**src/rtl/uart_tx_pkg.sv**
```systemverilog
// Package: shared format-register type and helper functions for the
// transmit framer. Assumes an 8-bit data path and 16 ticks per bit.
package uart_tx_pkg;

    localparam int DATA_W  = 8;
    localparam int OVS     = 16;

    // Format register layout, most significant field first
    typedef struct packed {
        logic       brg_en;
        logic       brk;
        logic       stick;
        logic       even;
        logic       par_en;
        logic       stop_sel;
        logic [1:0] wls;
    } fmt_t;

    // Parity bit for the low (wls+5) bits of a byte under the given mode
    function automatic logic parity_bit(input logic [DATA_W-1:0] data,
                                        input logic [1:0]        wls,
                                        input logic              stick,
                                        input logic              even);
        logic ones;
        ones = 1'b0;
        for (int i = 0; i < DATA_W; i++) begin
            if (i < 5 + int'(wls)) ones = ones ^ data[i];
        end
        if (stick) return ~even;
        return even ? ones : ~ones;
    endfunction

endpackage

```
**src/rtl/uart_tx_ctrl_reg.sv**
```systemverilog
// Module: format register. Holds the host-written frame format and
// presents it unchanged for readback. Assumes a single write strobe.
module uart_tx_ctrl_reg #(
    parameter int W = 8
) (
    input  logic         clk,
    input  logic         rst_n,
    input  logic         wr,
    input  logic [W-1:0] wdata,
    output logic [W-1:0] q
);

    // Capture host writes, clear on reset
    always_ff @(posedge clk) begin
        if (!rst_n)  q <= '0;
        else if (wr) q <= wdata;
    end

endmodule

```
**src/rtl/uart_tx_holding.sv**
```systemverilog
// Module: one-entry holding buffer in front of the serializer.
// A write always wins over a same-cycle load: the load consumes the
// previously stored byte while the new byte takes its place.
module uart_tx_holding #(
    parameter int DW = 8
) (
    input  logic          clk,
    input  logic          rst_n,
    input  logic          wr,
    input  logic [DW-1:0] wdata,
    input  logic          load,
    output logic [DW-1:0] data,
    output logic          full
);

    // Track occupancy and store the queued byte
    always_ff @(posedge clk) begin
        if (!rst_n) begin
            full <= 1'b0;
            data <= '0;
        end else if (wr) begin
            full <= 1'b1;
            data <= wdata;
        end else if (load) begin
            full <= 1'b0;
        end
    end

endmodule

```
**src/rtl/uart_tx_shifter.sv**
```systemverilog
// Module: frame serializer. Advances only on enabled ticks; latches the
// frame format when it takes a byte; chains frames with no idle gap.
// Assumes tick_en is a one-cycle pulse and OVS is even.
module uart_tx_shifter
    import uart_tx_pkg::*;
#(
    parameter int DW  = DATA_W,
    parameter int TPB = OVS
) (
    input  logic          clk,
    input  logic          rst_n,
    input  logic          tick_en,
    input  logic          hold_full,
    input  logic [DW-1:0] hold_data,
    input  logic          par_en,
    input  logic          par_even,
    input  logic          par_stick,
    input  logic          stop_sel,
    input  logic [1:0]    wls,
    output logic          load,
    output logic          line
);

    localparam int CW = $clog2(2 * TPB);
    localparam int IW = $clog2(DW);
    localparam logic [CW-1:0] BIT_LAST   = CW'(TPB - 1);
    localparam logic [CW-1:0] STOP1_LAST = CW'(TPB - 1);
    localparam logic [CW-1:0] STOP15_LAST = CW'(TPB + TPB / 2 - 1);
    localparam logic [CW-1:0] STOP2_LAST = CW'(2 * TPB - 1);

    typedef enum logic [2:0] {S_IDLE, S_START, S_DATA, S_PAR, S_STOP} st_t;

    st_t            state;
    logic [CW-1:0]  cnt;
    logic [DW-1:0]  sh;
    logic [IW-1:0]  idx;
    logic [IW-1:0]  last_idx;
    logic           par_on;
    logic           par_val;
    logic [CW-1:0]  stop_last;
    logic           stop_done;
    logic           bit_done;
    logic [CW-1:0]  stop_last_new;

    // End-of-period detection for the current bit or stop period
    always_comb begin
        bit_done  = (cnt == BIT_LAST);
        stop_done = (state == S_STOP) && (cnt == stop_last);
        load = tick_en && hold_full && ((state == S_IDLE) || stop_done);
    end

    // Stop-period length from the live format at frame start
    always_comb begin
        if (!stop_sel)        stop_last_new = STOP1_LAST;
        else if (wls == 2'b00) stop_last_new = STOP15_LAST;
        else                  stop_last_new = STOP2_LAST;
    end

    // Frame sequencer: state, tick count, data shift and format capture
    always_ff @(posedge clk) begin
        if (!rst_n) begin
            state     <= S_IDLE;
            cnt       <= '0;
            sh        <= '0;
            idx       <= '0;
            last_idx  <= '0;
            par_on    <= 1'b0;
            par_val   <= 1'b0;
            stop_last <= '0;
        end else if (load) begin
            state     <= S_START;
            cnt       <= '0;
            sh        <= hold_data;
            idx       <= '0;
            last_idx  <= IW'(4) + IW'(wls);
            par_on    <= par_en;
            par_val   <= parity_bit(hold_data, wls, par_stick, par_even);
            stop_last <= stop_last_new;
        end else if (tick_en) begin
            case (state)
                S_IDLE: cnt <= '0;
                S_START: begin
                    cnt <= bit_done ? '0 : cnt + 1'b1;
                    if (bit_done) state <= S_DATA;
                end
                S_DATA: begin
                    cnt <= bit_done ? '0 : cnt + 1'b1;
                    if (bit_done) begin
                        sh <= sh >> 1;
                        if (idx == last_idx) state <= par_on ? S_PAR : S_STOP;
                        else                 idx <= idx + 1'b1;
                    end
                end
                S_PAR: begin
                    cnt <= bit_done ? '0 : cnt + 1'b1;
                    if (bit_done) state <= S_STOP;
                end
                S_STOP: begin
                    cnt <= stop_done ? '0 : cnt + 1'b1;
                    if (stop_done) state <= S_IDLE;
                end
                default: state <= S_IDLE;
            endcase
        end
    end

    // Line level selected by the current frame position
    always_comb begin
        case (state)
            S_START: line = 1'b0;
            S_DATA:  line = sh[0];
            S_PAR:   line = par_val;
            default: line = 1'b1;
        endcase
    end

endmodule

```
**src/rtl/uart_tx_framer.sv**
```systemverilog
// Module: transmit framer top. Joins the format register, holding buffer
// and serializer; gates the baud tick and applies the break override.
// Assumes baud_tick is synchronous to clk and at most one cycle wide.
module uart_tx_framer
    import uart_tx_pkg::*;
#(
    parameter int DW  = DATA_W,
    parameter int TPB = OVS
) (
    input  logic          clk,
    input  logic          rst_n,
    input  logic          lcr_wr,
    input  logic [7:0]    lcr_wdata,
    output logic [7:0]    lcr_rdata,
    input  logic          thr_wr,
    input  logic [DW-1:0] thr_wdata,
    input  logic          baud_tick,
    output logic          tx_out,
    output logic          thr_empty
);

    fmt_t          fmt;
    logic [DW-1:0] hold_data;
    logic          hold_full;
    logic          load;
    logic          line;
    logic          tick_en;

    uart_tx_ctrl_reg #(.W(8)) u_fmt (
        .clk   (clk),
        .rst_n (rst_n),
        .wr    (lcr_wr),
        .wdata (lcr_wdata),
        .q     (lcr_rdata)
    );

    // View the raw register as named fields
    always_comb fmt = fmt_t'(lcr_rdata);

    // Baud tick passes only when the generator is enabled
    always_comb tick_en = baud_tick && fmt.brg_en;

    uart_tx_holding #(.DW(DW)) u_hold (
        .clk   (clk),
        .rst_n (rst_n),
        .wr    (thr_wr),
        .wdata (thr_wdata),
        .load  (load),
        .data  (hold_data),
        .full  (hold_full)
    );

    uart_tx_shifter #(.DW(DW), .TPB(TPB)) u_shift (
        .clk       (clk),
        .rst_n     (rst_n),
        .tick_en   (tick_en),
        .hold_full (hold_full),
        .hold_data (hold_data),
        .par_en    (fmt.par_en),
        .par_even  (fmt.even),
        .par_stick (fmt.stick),
        .stop_sel  (fmt.stop_sel),
        .wls       (fmt.wls),
        .load      (load),
        .line      (line)
    );

    // Break forces the line low; otherwise the serializer drives it
    always_comb begin
        tx_out    = fmt.brk ? 1'b0 : line;
        thr_empty = ~hold_full;
    end

endmodule

```
**config.mk**
```make
export PLATFORM = sky130hd
export DESIGN_NAME = uart_tx_framer
export DESIGN_NICKNAME = d
export VERILOG_FILES = /design/src/rtl/uart_tx_pkg.sv /design/src/rtl/uart_tx_ctrl_reg.sv /design/src/rtl/uart_tx_holding.sv /design/src/rtl/uart_tx_shifter.sv /design/src/rtl/uart_tx_framer.sv
export SDC_FILE = /design/constraint.sdc
export NUM_CORES = 1
export LEC_CHECK = 0
export BUFFER_PORTS_ARGS = -buffer_cell sky130_fd_sc_hd__buf_2
export CORE_MARGIN = 4
export CORE_UTILIZATION = 50
export DETAILED_ROUTE_END_ITERATION = 12
export HOLD_SLACK_MARGIN = 0.08
export PLACE_DENSITY = 0.8
export SLEW_MARGIN = 40
export SYNTH_ARGS = -nofsm -noshare
export SYNTH_HDL_FRONTEND = slang
export SYNTH_SLANG_ARGS = --single-unit
export TNS_END_PERCENT = 100
```
**constraint.sdc**
```tcl
create_clock -name clk -period 2.7 [get_ports clk]
set_input_delay 0.54 -clock clk [delete_from_list [all_inputs] [get_ports clk]]
set_output_delay 0.54 -clock clk [all_outputs]
set_load 0.01 [all_outputs]
```
## Word-level counts from Yosys, hierarchy flattened

Index checks and enable logic that the tools add are counted.

| storage, ports and cells | value |
|---|---|
| register bits after elaboration | 46 |
| bits in latches | 0 |
| RAM bits | 0 |
| memory bits (read-only) | 0 |
| output and inout port bits | 10 |
| logic and storage cells | 126 |
| memories | 0 |

| cells by class | value |
|---|---|
| $add $sub $neg | 4 |
| multiply operators | 0 |
| divide/modulo/power cells | 0 |
| order comparisons | 8 |
| eq/ne operators | 18 |
| shifts and indexed selects | 0 |
| mux-type cells | 52 |
| bitwise operators | 13 |
| reductions and logical operators | 19 |

Operator list:

| operator | count |
|---|---|
| $lt 4x32->1 const A | 4 |
| $lt 3x32->1 const A | 2 |
| $mux 1 | 35 |
| $lt 1x32->1 const A | 1 |
| $lt 2x32->1 const A | 1 |
| $mux 8 | 4 |
| $mux 3 | 6 |
| $mux 5 | 3 |
| $ne 3x2->1 const B | 5 |
| $pmux 3 s5 | 1 |
| $pmux 5 s3 | 1 |
| $reduce_and 7->1 | 2 |
| $ne 2x1->1 const B | 5 |
| $reduce_bool 2->1 | 4 |
| $xor 1x1->1 | 7 |
| $eq 3x2->1 const B | 2 |
| $not 1->1 | 6 |
| $add 5x1->5 const B | 1 |
| $eq 5x4->1 const B | 1 |
| $eq 5x5->1 | 1 |
| $add 3x2->4 const A | 1 |
| $logic_and 1x1->1 | 4 |
| $mux 4 | 1 |
| $reduce_and 4->1 | 1 |
| other kinds (15) | 15 |

## Logic depth before layout (Yosys ltp)

Gate-level depths: netlist (run 1).

| depth | value |
|---|---|
| word-level depth | 37 |
| depth in mapped cells | 10 |
| mapped depth without buffers | 9 |

## Hierarchy

Synthesis (run 1) repeated with hierarchy kept, for this count alone.

| second synthesis, totals | value |
|---|---|
| cells, all modules | 222 |
| area total of the unflattened synthesis | 2,134.5 µm² |

By module, submodules not included:

| module | instances | cells each | area an instance (µm²) | seq. area each (µm²) |
|---|---|---|---|---|
| uart_tx_shifter | 1 | 166 | 1,473.9 | 520.5 |
| uart_tx_holding | 1 | 28 | 335.3 | 180.2 |
| uart_tx_ctrl_reg | 1 | 25 | 301.5 | 160.2 |
| uart_tx_framer | 1 | 3 | 23.8 | 0.0 |

## Worst setup path before layout (run 1)

OpenSTA, ideal clock, no wires.

| timing path | value |
|---|---|
| kind | register to register |
| start | register u_shift.cnt[0] |
| end | register u_shift.sh[0] |
| setup time | 0.119 ns |
| data arrival time | 1.804 ns |
| required time | 2.581 ns |
| slack | 0.777 ns |
| stages on the path, launching flop included | 10 |
| buffers on the path | 1 |
| period minus slack after synthesis | 1.923 ns |
| cells stage by stage | dfxtp_1 -> ha_1 -> nand3_1 -> inv_1 -> ha_1 -> nand3b_1 -> or3_1 -> clkbuf_1 -> o221ai_1 -> nor2_1 |

| on the way | value |
|---|---|
| word-level cells in the longest chain between the ends | 6 |

RTL lines:

| item | RTL line | RTL |
|---|---|---|
| from (decl) | uart_tx_shifter.sv:34 | `logic [CW-1:0] cnt;` |
| from (signal assigned) | uart_tx_shifter.sv:83 | `cnt <= bit_done ? '0 : cnt + 1'b1;` |
| from (signal assigned) | uart_tx_shifter.sv:87 | `cnt <= bit_done ? '0 : cnt + 1'b1;` |
| from (signal assigned) | uart_tx_shifter.sv:95 | `cnt <= bit_done ? '0 : cnt + 1'b1;` |
| $eq 5x5->1 | uart_tx_shifter.sv:48 | `stop_done = (state == S_STOP) && (cnt == stop_last);` |
| $logic_and 1x1->1 | uart_tx_shifter.sv:48 |  |
| $logic_or 1x1->1 | uart_tx_shifter.sv:49 | `load = tick_en && hold_full && ((state == S_IDLE) \|\| stop_done);` |
| $logic_and 1x1->1 | uart_tx_shifter.sv:49 |  |
| $reduce_bool 2->1 (no line) | -- |  |
| $reduce_and 3->1 (no line) | -- |  |
| to (signal assigned) | uart_tx_shifter.sv:73 | `sh <= hold_data;` |
| to (signal assigned) | uart_tx_shifter.sv:89 | `sh <= sh >> 1;` |
| to (decl) | uart_tx_shifter.sv:35 | `logic [DW-1:0] sh;` |

Parallel ways exist; a longest one is shown, timed or not.
A chain may end at the register's enable or synchronous reset.

## Worst setup path in the final report (run 1)

Same ends and word-level chain as after synthesis.

==> flow_metrics.env, run 1 <==
export IMPL_outcome="finished clean"
export IMPL_grtUsageTotal=0.1742
export IMPL_grt_pass1_vias=1640
export IMPL_worstSetupPathType="reg2reg"
export IMPL_synth_top_area_frac=0.4115
export IMPL_globalplace_congestion=0.8455
export IMPL_ff2ff_setup_slack_ns=0.50
export IMPL_vias=1771
export IMPL_reg2reg_depth=8
export IMPL_firstDrtPassIters=4
export IMPL_synth_nets=266
export IMPL_cts_tree="built"
export IMPL_totalWireLength_um=4246
export IMPL_drc_errors=0
export IMPL_final_setup_viol_count=0
export IMPL_cts_clk_slew_worst_paths_ns=0.08
export IMPL_r2r_end="u_shift.sh[0]"
export IMPL_cts_repair_resized=0
export IMPL_place_inst=307
export IMPL_viasPerCell=5.622
export IMPL_seq_area_frac_synth=0.4115
export IMPL_rows=23
export IMPL_rsz0062_at_grt="no"
export IMPL_gr_total_overflow=0
export IMPL_hold_viol_final=0
export IMPL_wl_per_cell_um=13.48
export IMPL_fin_crit_ns=2.197
export IMPL_fin_area_um2=2374
export IMPL_syn_instance_count=241
export IMPL_critPathArrivalTime_ns=2.38
export IMPL_layout_common_cells="nor2_1, dfxtp_1, buf_2, nand2_1, mux2i_1"
export IMPL_whs_endpoint="u_fmt.q[2]"
export IMPL_synthDistinctLibCells=52
export IMPL_area_growth_pct=13.46
export IMPL_cts_max_level=2
export IMPL_internal_power_mw=1.081
export IMPL_tns_ns=0
export IMPL_synth_flop_cell="dfxtp_1"
export IMPL_cap_violations=0
export IMPL_seqPwrFrac=0.490
export IMPL_synth_edf_count=0
export IMPL_clockPowerShare=0.423
export IMPL_place_area_um2=2241
export IMPL_clock_fmax_mhz=455.3
export IMPL_slew_viol_final=0
export IMPL_postSynth_asyncResetShare=0
export IMPL_die_x_um=72.69
export IMPL_grt_antenna_before_repair=0
export IMPL_power_density_nw_per_um2=580.0
export IMPL_path_max_fanout=9
export IMPL_switching_share=0.2150
export IMPL_peakVddDrop_mv=0.4693
export IMPL_grt_pass1_wl_um=7265
export IMPL_pwr_share_comb=0.088
export IMPL_diodes=0
export IMPL_yosysWarnings=0
export IMPL_multi_input_area_um2=1130
export IMPL_final_cell_count_no_fill=315
export IMPL_whs_path_depth=3
export IMPL_antenna_left=0
export IMPL_crit_reg2reg_launch="u_shift.cnt[0]"
export IMPL_leakagePower_nw=1.007
export IMPL_cts_sinks=43
export IMPL_grt_max_degree=26
export IMPL_cts_root_buf="clkbuf_8"
export IMPL_synth_area_um2=2092
export IMPL_coreArea_um2=4029
export IMPL_cts_setup_buffers=0
export IMPL_drtIter0Drc=117
export IMPL_cts_buffers=5
export IMPL_ys_ff_latch=43
export IMPL_seq_area_um2=860.8
export IMPL_synth_area_per_cell_um2=8.681
export IMPL_die_area_um2=5283
export IMPL_portBuffers=30
export IMPL_power_switching_mw=0.2960
export IMPL_drive_gt1_frac=0.1736
export IMPL_hpwlAfterDp_um=3085
export IMPL_postCtsHoldBufs=0
export IMPL_crit_path_end_kind="flip-flop"
export IMPL_finalPower_mw=1.377
export IMPL_pin_count=31
export IMPL_tightest_slew_ns=0.5014
export IMPL_final_util=0.5891
export IMPL_clock_latency_ns=0.29
export IMPL_finalCritPeriodShare=0.8135
export IMPL_hold_path_class="in2reg"
export IMPL_die_h_um=72.69
export IMPL_finClkSkew_ns=0.004147
export IMPL_nets=289
export IMPL_start_kind="flip-flop"
export IMPL_synthTopCellsByArea="dfxtp_1, mux2i_1, nor2_1, a21oi_1, nand2_1"
export IMPL_min_from="lcr_wdata[2]"
export IMPL_start_util=0.5193
export IMPL_crit_required_ns=2.89
export IMPL_num_fill_cells=375
export IMPL_yosysTopAreaCell="dfxtp_1"
export IMPL_slew_headroom=0.6653
export IMPL_cts_buffer_depth=2
==> critical path, stage by stage (launching register included) <==
cell	delay (ns)
dfxtp_1	0.44
ha_1	0.25
nand3_1	0.12
inv_1	0.07
ha_1	0.25
nand3b_1	0.16
or3_1	0.48
o221ai_1	0.23
nor2_1	0.07
==> power by group through the flow <==
stage	registers, mW	logic [mW]	clock network (mW)
2_1_floorplan	0.684	0.0894	0
3_3_place_gp	0.688	0.119	0
3_5_place_dp	0.688	0.122	0
4_1_cts	0.674	0.122	0.597
5_1_grt	0.677	0.135	0.629
6_report	0.674	0.121	0.582
==> how the worst max path moves through the flow <==
| stage | cells past startpoint | slack (ns) | end | start |
|---|---|---|---|---|
| after floorplan | 9 | 0.78 | u_shift.sh[0] | u_shift.cnt[0] |
| after global routing | 8 | 0.33 | u_shift.sh[6] | u_shift.cnt[0] |
| final | 8 | 0.50 | u_shift.sh[0] | u_shift.cnt[0] |
| after CTS | 8 | 0.51 | u_shift.sh[0] | u_shift.cnt[0] |
| after detailed placement | 8 | 0.54 | u_shift.sh[0] | u_shift.cnt[0] |
| after global placement | 8 | 0.57 | u_shift.sh[0] | u_shift.cnt[0] |
==> logic make-up after synthesis <==
kind of cell,count (synthesis),synth area share
AOI/OAI and AO/OA,44,0.1495
muxes,17,0.08134
xor gates and xnor gates,12,0.05682
buffers and inverters,22,0.04845
adders and majority gates,4,0.02392
and+or+nand+nor,99,0.2285
DFF,43,0.4115
==> Yosys cell counts, types with 2 or more instances <==
cell type and count:
buf_4 4, mux2i_1 17, nand3b_1 2, o21ai_0 5, or3_1 2, a21oi_1 14
nor2_1 43, o221ai_1 7, and2_1 2, nor3_1 8, xnor2_1 4, and3_1 2
xor2_1 7, clkbuf_1 7, nand2_1 17, nor3b_1 2, dfxtp_1 43, a31oi_1 4
inv_1 5, nand3_1 8, buf_2 3, ha_1 4, buf_1 2
==> metal layers <==
| layer | up-vias | track usage | part of all wire | routed length [um] |
|---|---|---|---|---|
| met5 | - | 0 | 0 | 0 |
| met4 | 0 | 0.04918 | 0.0080 | 34 |
| met3 | 5 | 0.05234 | 0.053 | 223 |
| met2 | 43 | 0.2725 | 0.46 | 1935 |
| met1 | 827 | 0.2331 | 0.48 | 2052 |
| li1 | 896 | - | - | - |
==> area by class of cell <==
| cell class | instances | share of cell area |
|---|---|---|
| Multi-Input combinational cell | 176 | 0.4760 |
| Tap cell | 50 | 0.02636 |
| Clock inverter | 2 | 0.02530 |
| Sequential cell | 43 | 0.3627 |
| Clock buffer | 6 | 0.03057 |
| Inverter | 6 | 0.009489 |
| Timing Repair Buffer | 32 | 0.06958 |
==> flip-flops by register name, indices dropped and copies added, names as in the netlist <==
| signal | cells |
|---|---|
| u_fmt.q | 8 |
| u_hold.data | 8 |
| u_hold.full | 1 |
| u_shift.cnt | 5 |
| u_shift.idx | 3 |
| u_shift.last_idx | 2 |
| u_shift.par_on | 1 |
| u_shift.par_val | 1 |
| u_shift.sh | 8 |
| u_shift.state | 3 |
| u_shift.stop_last | 3 |
==> stage by stage <==
| step | worst slack (ns) | hold slack (ns) |
|---|---|---|
| after detailed placement | 0.5442 | 0.4645 |
| after global routing | 0.3306 | 0.4705 |
| after CTS | 0.5060 | 0.4690 |
| after floorplan | 0.7775 | 0.4445 |
| after global placement | 0.5742 | 0.4575 |
| final | 0.5035 | 0.4751 |
Power figures use the tool's default switching activity.
==> run 2, diff against run 1 <==
- ABC_AREA: unset -> 1
- clock period: 2.7 -> 2.15 ns (I/O delays scaled with it)
==> run 2 against run 1 <==
  * Critical path depth is 1 higher
  * Sequential power is 26% higher
  * Die area is 1.1% higher
  * Sequential cell count stayed put
  * Sequential share of layout area is 0.17 points higher
  * Non-clock buffer count is 1 lower
  * Final cell count is 14% higher
  * Clock skew is 0.0051 ns higher
  * Core utilization is 0.70 points lower
  * Global-route usage is 1.2 points higher
  * Via count is 3.4% higher
==> flow_metrics.env, run 2 <==
export IMPL_layout_common_cells="dfxtp_1, nand2_1, nor2_1, inv_1, o21ai_0"
export IMPL_slew_viol_final=0
export IMPL_yosys_mux_area_fraction=0
export IMPL_reg_top3="u_fmt.q x8, u_hold.data x8, u_shift.sh x8"
export IMPL_wl_per_cell_um=12.42
export IMPL_power_density_nw_per_um2=657.7
export IMPL_pin_count=31
export IMPL_yosysMostFrequentCell="dfxtp_1"
export IMPL_grtUsageTotal=0.1859
export IMPL_nets=333
export IMPL_globalplace_congestion=0.8553
export IMPL_cts_setup_buffers=0
export IMPL_cp_cell_sequence="ha_1 -> nand2_1 -> nor2_1 -> ha_1 -> inv_1 -> nor3_4 -> inv_2 -> o21ai_0 -> a211oi_2"
export IMPL_synthDistinctLibCells=34
export IMPL_totalWireLength_um=4460
export IMPL_synth_flop_cell="dfxtp_1"
export IMPL_synth_area_per_cell_um2=7.561
export IMPL_synth_compound_area_share=0.2045
export IMPL_synth_common_cells="dfxtp_1, nand2_1, nor2_1"
export IMPL_synth_edf_count=0
export IMPL_diodes=0
export IMPL_worstSetupPathType="reg2reg"
export IMPL_ys_ff_latch=43
export IMPL_crit_path_end_kind="flip-flop"
export IMPL_start_kind="flip-flop"
export IMPL_path_common_cell="ha_1"
export IMPL_synth_top_area_frac=0.4066
export IMPL_cpPeakStageDelay_ns=0.39
export IMPL_portBuffers=30
export IMPL_drc_errors=0
export IMPL_peakVddDrop_mv=0.3898
export IMPL_path_max_fanout=9
export IMPL_crit_required_ns=2.34
export IMPL_setup_ws_ns=0.2188
export IMPL_antenna_left=0
export IMPL_whs_endpoint="u_hold.data[6]"
export IMPL_drtIter0Drc=142
export IMPL_syn_instance_count=280
export IMPL_grt_max_degree=29
export IMPL_yosysWarnings=0
export IMPL_cts_buffer_depth=2
export IMPL_cap_violations=0
export IMPL_drive_gt1_frac=0.2104
export IMPL_crit_slowest_cell="dfxtp_1"
export IMPL_dp_slack_ns=0.2469
export IMPL_synthTopCellsByArea="dfxtp_1, o21ai_0, nand2_1, a21oi_1, nor2_1"
export IMPL_rows=23
export IMPL_die_h_um=73.07
export IMPL_area_growth_pct=11.58
export IMPL_reg2reg_depth=9
export IMPL_cts_sinks=43
export IMPL_whs_path_depth=3
export IMPL_synth_area_um2=2117
export IMPL_hold_slack_ns=0.3488
export IMPL_final_setup_viol_count=0
export IMPL_leakagePower_nw=1.010
export IMPL_gr_total_overflow=0
export IMPL_yosysTopAreaCell="dfxtp_1"
export IMPL_clock_fmax_mhz=517.8
export IMPL_finalCritPeriodShare=0.8982
export IMPL_die_area_um2=5339
export IMPL_coreArea_um2=4058
export IMPL_cts_tree="built"
export IMPL_cts_clk_slew_worst_paths_ns=0.08
export IMPL_cts_buffers=5
export IMPL_grt_antenna_before_repair=0
export IMPL_final_util=0.5822
export IMPL_final_common_cell="dfxtp_1"
export IMPL_yosys_area_share_simple=0.2275
export IMPL_synth_fa_ha_area_frac=0.02364
export IMPL_start_util=0.5217
export IMPL_r2r_end="u_shift.sh[4]"
export IMPL_critPathArrivalTime_ns=2.12
export IMPL_hpwlAfterDp_um=3278
export IMPL_crit_reg2reg_launch="u_shift.cnt[1]"
export IMPL_tightest_slew_ns=0.4443
export IMPL_seq_area_frac_synth=0.4066
export IMPL_rsz0062_at_grt="no"
export IMPL_cts_root_buf="clkbuf_8"
export IMPL_tns_ns=0
export IMPL_synth_top_family_by_area="simple AND/OR/NAND/NOR gates"
export IMPL_viasPerCell=5.100
export IMPL_synth_nets=305
export IMPL_postSynth_asyncResetShare=0
export IMPL_outcome="finished clean"
export IMPL_clock_latency_ns=0.30
export IMPL_hold_path_class="in2reg"
export IMPL_firstDrtPassIters=4
export IMPL_grt_pass1_vias=1683
export IMPL_hold_viol_final=0
export IMPL_grt_pass1_wl_um=7748
export IMPL_vias=1831
export IMPL_cts_max_level=2
export IMPL_slew_headroom=0.7035
export IMPL_synth_xor_xnor_area_share=0.03723
export IMPL_ff2ff_setup_slack_ns=0.22
export IMPL_fin_crit_ns=1.931
export IMPL_finalPower_mw=1.554
export IMPL_min_from="thr_wdata[6]"
export IMPL_die_x_um=73.07
export IMPL_finClkSkew_ns=0.009248
## run 2: changes by cell type in the layout (fill, tap and decap cells not counted), sizes merged, moves of 12 or more
cell   previous run  this run
a21oi            15        27
o21ai             5        33
mux2i            17         0
inv               5        39
nand2            17        44
## run 2: worst max-delay path by stage
stage,startpoint,slack [ns],end
2_1_floorplan,u_shift.cnt[1],0.46,u_shift.state[1]
3_3_place_gp,u_shift.cnt[1],0.34,u_shift.state[1]
3_5_place_dp,u_shift.cnt[1],0.25,u_shift.state[1]
4_1_cts,u_shift.cnt[1],0.23,u_shift.state[1]
5_1_grt,u_shift.cnt[1],0.04,u_shift.state[2]
6_report,u_shift.cnt[1],0.22,u_shift.sh[4]
## run 2: repair_timing
action,in CTS,in global routing
hold buffers,0,0
gates resized for setup,0,1
setup endpoints to repair,0,2
## run 2: cells by family after synthesis
kind of cell / Yosys count
flops: 43
compound gates: 73
simple gates: 102
fa+ha+maj: 4
buf+inv: 49
xor+xnor: 9
## run 2: critical path: cells and delay by family (launching register included)
| family | cells | cell delay (ns) |
|---|---|---|
| buf+inv | 2 | 0.22 |
| simple gates | 3 | 0.53 |
| compound gates | 2 | 0.33 |
| flops | 1 | 0.39 |
| fa+ha+maj | 2 | 0.36 |
## run 2: through the flow
| stage | cell area, um2 | instances |
|---|---|---|
| finish | 2362 | 359 |
| global route | 2362 | 359 |
| CTS | 2359 | 359 |
| detailed placement | 2273 | 351 |
| global placement | 2273 | 351 |
| floorplan | 2117 | 280 |
## run 2: area by class of cell
cell class | count | area [um2]
tap | 50 | 62.56
clock buffer | 6 | 72.57
fill | 375 | 1695
inverter | 39 | 148.9
sequential | 43 | 860.8
timing repair buffer | 31 | 157.7
clock inverter | 2 | 12.51
multi-input combinational | 188 | 1047
## run 2: routing by layer
layer	part of all wire	vias up	track usage	routed length (um)
li1	-	970	-	-
met1	0.47	817	0.2509	2095
met2	0.46	38	0.2920	2048
met3	0.057	6	0.04683	254
met4	0.014	0	0.05533	62
met5	0	-	0	0
## run 2: power breakdown
part	total, mW	leakage (nW)	switching, mW	internal (mW)
sequential	0.850	0.352	0.0214	0.829
clock	0.506	0.0412	0.279	0.227
combinational	0.198	0.617	0.125	0.0727
total	1.55	1.01	0.425	1.13
==> run 3, diff against run 2 <==
- ABC_AREA: 1 -> unset
- CORE_UTILIZATION: 50 -> 52
- PLACE_DENSITY: 0.8 -> 0.83
==> run 3 against run 2 <==
  * Worst setup slack got worse by 0.026 ns
  * Sequential cell count is the same
  * Sequential power down 0.5%
  * Critical path depth down 1
  * Combinational power fell by 20%
  * Highest routed layer unchanged
==> flow_metrics.env, run 3 (synthesis results as in run 1) <==
export IMPL_peakVddDrop_mv=0.4320
export IMPL_place_inst=309
export IMPL_final_setup_viol_count=0
export IMPL_globalplace_congestion=0.8275
export IMPL_critPathArrivalTime_ns=2.15
export IMPL_grt_max_degree=17
export IMPL_fin_crit_ns=1.958
export IMPL_portBuffers=30
export IMPL_setup_worst_path_start="u_shift.cnt[0]"
export IMPL_die_area_um2=5102
export IMPL_finClkSkew_ns=0.004857
export IMPL_slew_viol_final=0
export IMPL_layout_common_cells="nor2_1, dfxtp_1, buf_2, nand2_1, mux2i_1"
export IMPL_setup_ws_ns=0.1923
export IMPL_pin_count=31
export IMPL_nets=293
export IMPL_cts_buffer_depth=2
export IMPL_hold_slack_ns=0.3603
export IMPL_switching_share=0.2592
export IMPL_slew_headroom=0.6551
export IMPL_worstSetupPathType="reg2reg"
export IMPL_crit_reg2reg_launch="u_shift.cnt[0]"
export IMPL_cts_clk_slew_worst_paths_ns=0.08
export IMPL_outcome="finished clean"
export IMPL_firstDrtPassIters=4
export IMPL_seq_area_um2=860.8
export IMPL_start_kind="flip-flop"
export IMPL_viasPerCell=5.650
export IMPL_reg_top3="u_fmt.q x8, u_hold.data x8, u_shift.sh x8"
export IMPL_cap_violations=0
export IMPL_rows=22
export IMPL_rsz0062_at_grt="no"
export IMPL_power_density_nw_per_um2=642.3
export IMPL_area_growth_pct=12.74
export IMPL_cts_sinks=43
export IMPL_pwr_share_comb=0.105
export IMPL_drtIter0Drc=156
export IMPL_final_cell_count_no_fill=317
export IMPL_diodes=0
export IMPL_dp_slack_ns=0.1393
export IMPL_crit_required_ns=2.34
export IMPL_min_from="lcr_wdata[0]"
export IMPL_hpwlAfterDp_um=3203
export IMPL_multi_input_area_um2=1135
export IMPL_vias=1791
export IMPL_grt_pass1_vias=1703
export IMPL_totalWireLength_um=4478
export IMPL_cts_setup_buffers=0
export IMPL_cts_max_level=2
export IMPL_seqPwrFrac=0.558
export IMPL_die_x_um=71.43
export IMPL_drive_gt1_frac=0.1896
export IMPL_cts_root_buf="clkbuf_8"
export IMPL_clock_fmax_mhz=510.8
export IMPL_num_fill_cells=320
export IMPL_grt_antenna_before_repair=0
export IMPL_postCtsHoldBufs=0
export IMPL_hold_viol_final=0
export IMPL_path_max_fanout=9
export IMPL_die_h_um=71.43
export IMPL_clockPowerShare=0.337
export IMPL_power_switching_mw=0.3926
export IMPL_antenna_left=0
export IMPL_finalCritPeriodShare=0.9106
export IMPL_gr_total_overflow=0
export IMPL_tns_ns=0
export IMPL_grtUsageTotal=0.1834
export IMPL_grt_pass1_wl_um=7521
export IMPL_wl_per_cell_um=14.13
export IMPL_crit_path_end_kind="flip-flop"
export IMPL_clock_latency_ns=0.30
export IMPL_coreArea_um2=3771
export IMPL_leakagePower_nw=1.005
export IMPL_cts_tree="built"
export IMPL_start_util=0.5547
export IMPL_drc_errors=0
export IMPL_internal_power_mw=1.122
export IMPL_cts_buffers=5
export IMPL_hold_path_class="in2reg"
export IMPL_tightest_slew_ns=0.5166
-- run 3: power groups by stage --
stage	logic, mW	clock network [mW]	registers (mW)
2_1_floorplan	0.112	0	0.859
3_3_place_gp	0.153	0	0.864
3_5_place_dp	0.158	0	0.864
4_1_cts	0.159	0.513	0.845
5_1_grt	0.176	0.556	0.851
6_report	0.158	0.511	0.846
-- run 3: per-layer routing --
| layer | GRT usage | vias to the layer above | routed length [um] |
|---|---|---|---|
| met2 | 0.2827 | 59 | 1984 |
| li1 | - | 903 | - |
| met3 | 0.04348 | 5 | 323 |
| met5 | 0 | - | 0 |
| met1 | 0.2425 | 824 | 2110 |
| met4 | 0.08351 | 0 | 60 |
-- run 3: timing repair --
action / 4_1_cts / 5_1_grt
endpoints found under the setup margin: 0 / 1
hold endpoints to repair: 0 / 0
gates resized for setup: 0 / 1
-- run 3: path summary, 6_finish.rpt --
path | depth (start not counted) | endpoint | slack, ns
worst min-delay path | 3 | u_fmt.q[0] | 0.36
worst max register to register | 8 | u_shift.sh[2] | 0.19
worst max-delay path | 8 | u_shift.sh[2] | 0.19
worst min register to register | 2 | u_shift.last_idx[0] | 0.48
-- run 3: critical path: stages (launching register included) --
cell,delay (ns)
dfxtp_1,0.43
ha_1,0.25
nand3_1,0.12
inv_1,0.07
ha_1,0.15
nand3b_1,0.14
or3_4,0.42
o221ai_1,0.20
nor2_1,0.07
-- run 3: cell type report --
class	instances	share of cell area
clock buffer	6	0.03077
clock inverter	2	0.005305
inverter	6	0.009549
multi-input combinational	176	0.4812
sequential	43	0.3650
tap	48	0.02546
timing repair buffer	36	0.08276
-- run 3: metrics by stage --
stage | power [mW] | utilization | cell area [um2]
after floorplan | 0.9713 | - | 2092
after global placement | 1.016 | 0.6015 | 2268
after detailed placement | 1.022 | 0.6015 | 2268
after CTS | 1.517 | 0.6241 | 2354
after global routing | 1.582 | 0.6254 | 2359
final | 1.515 | 0.6254 | 2359
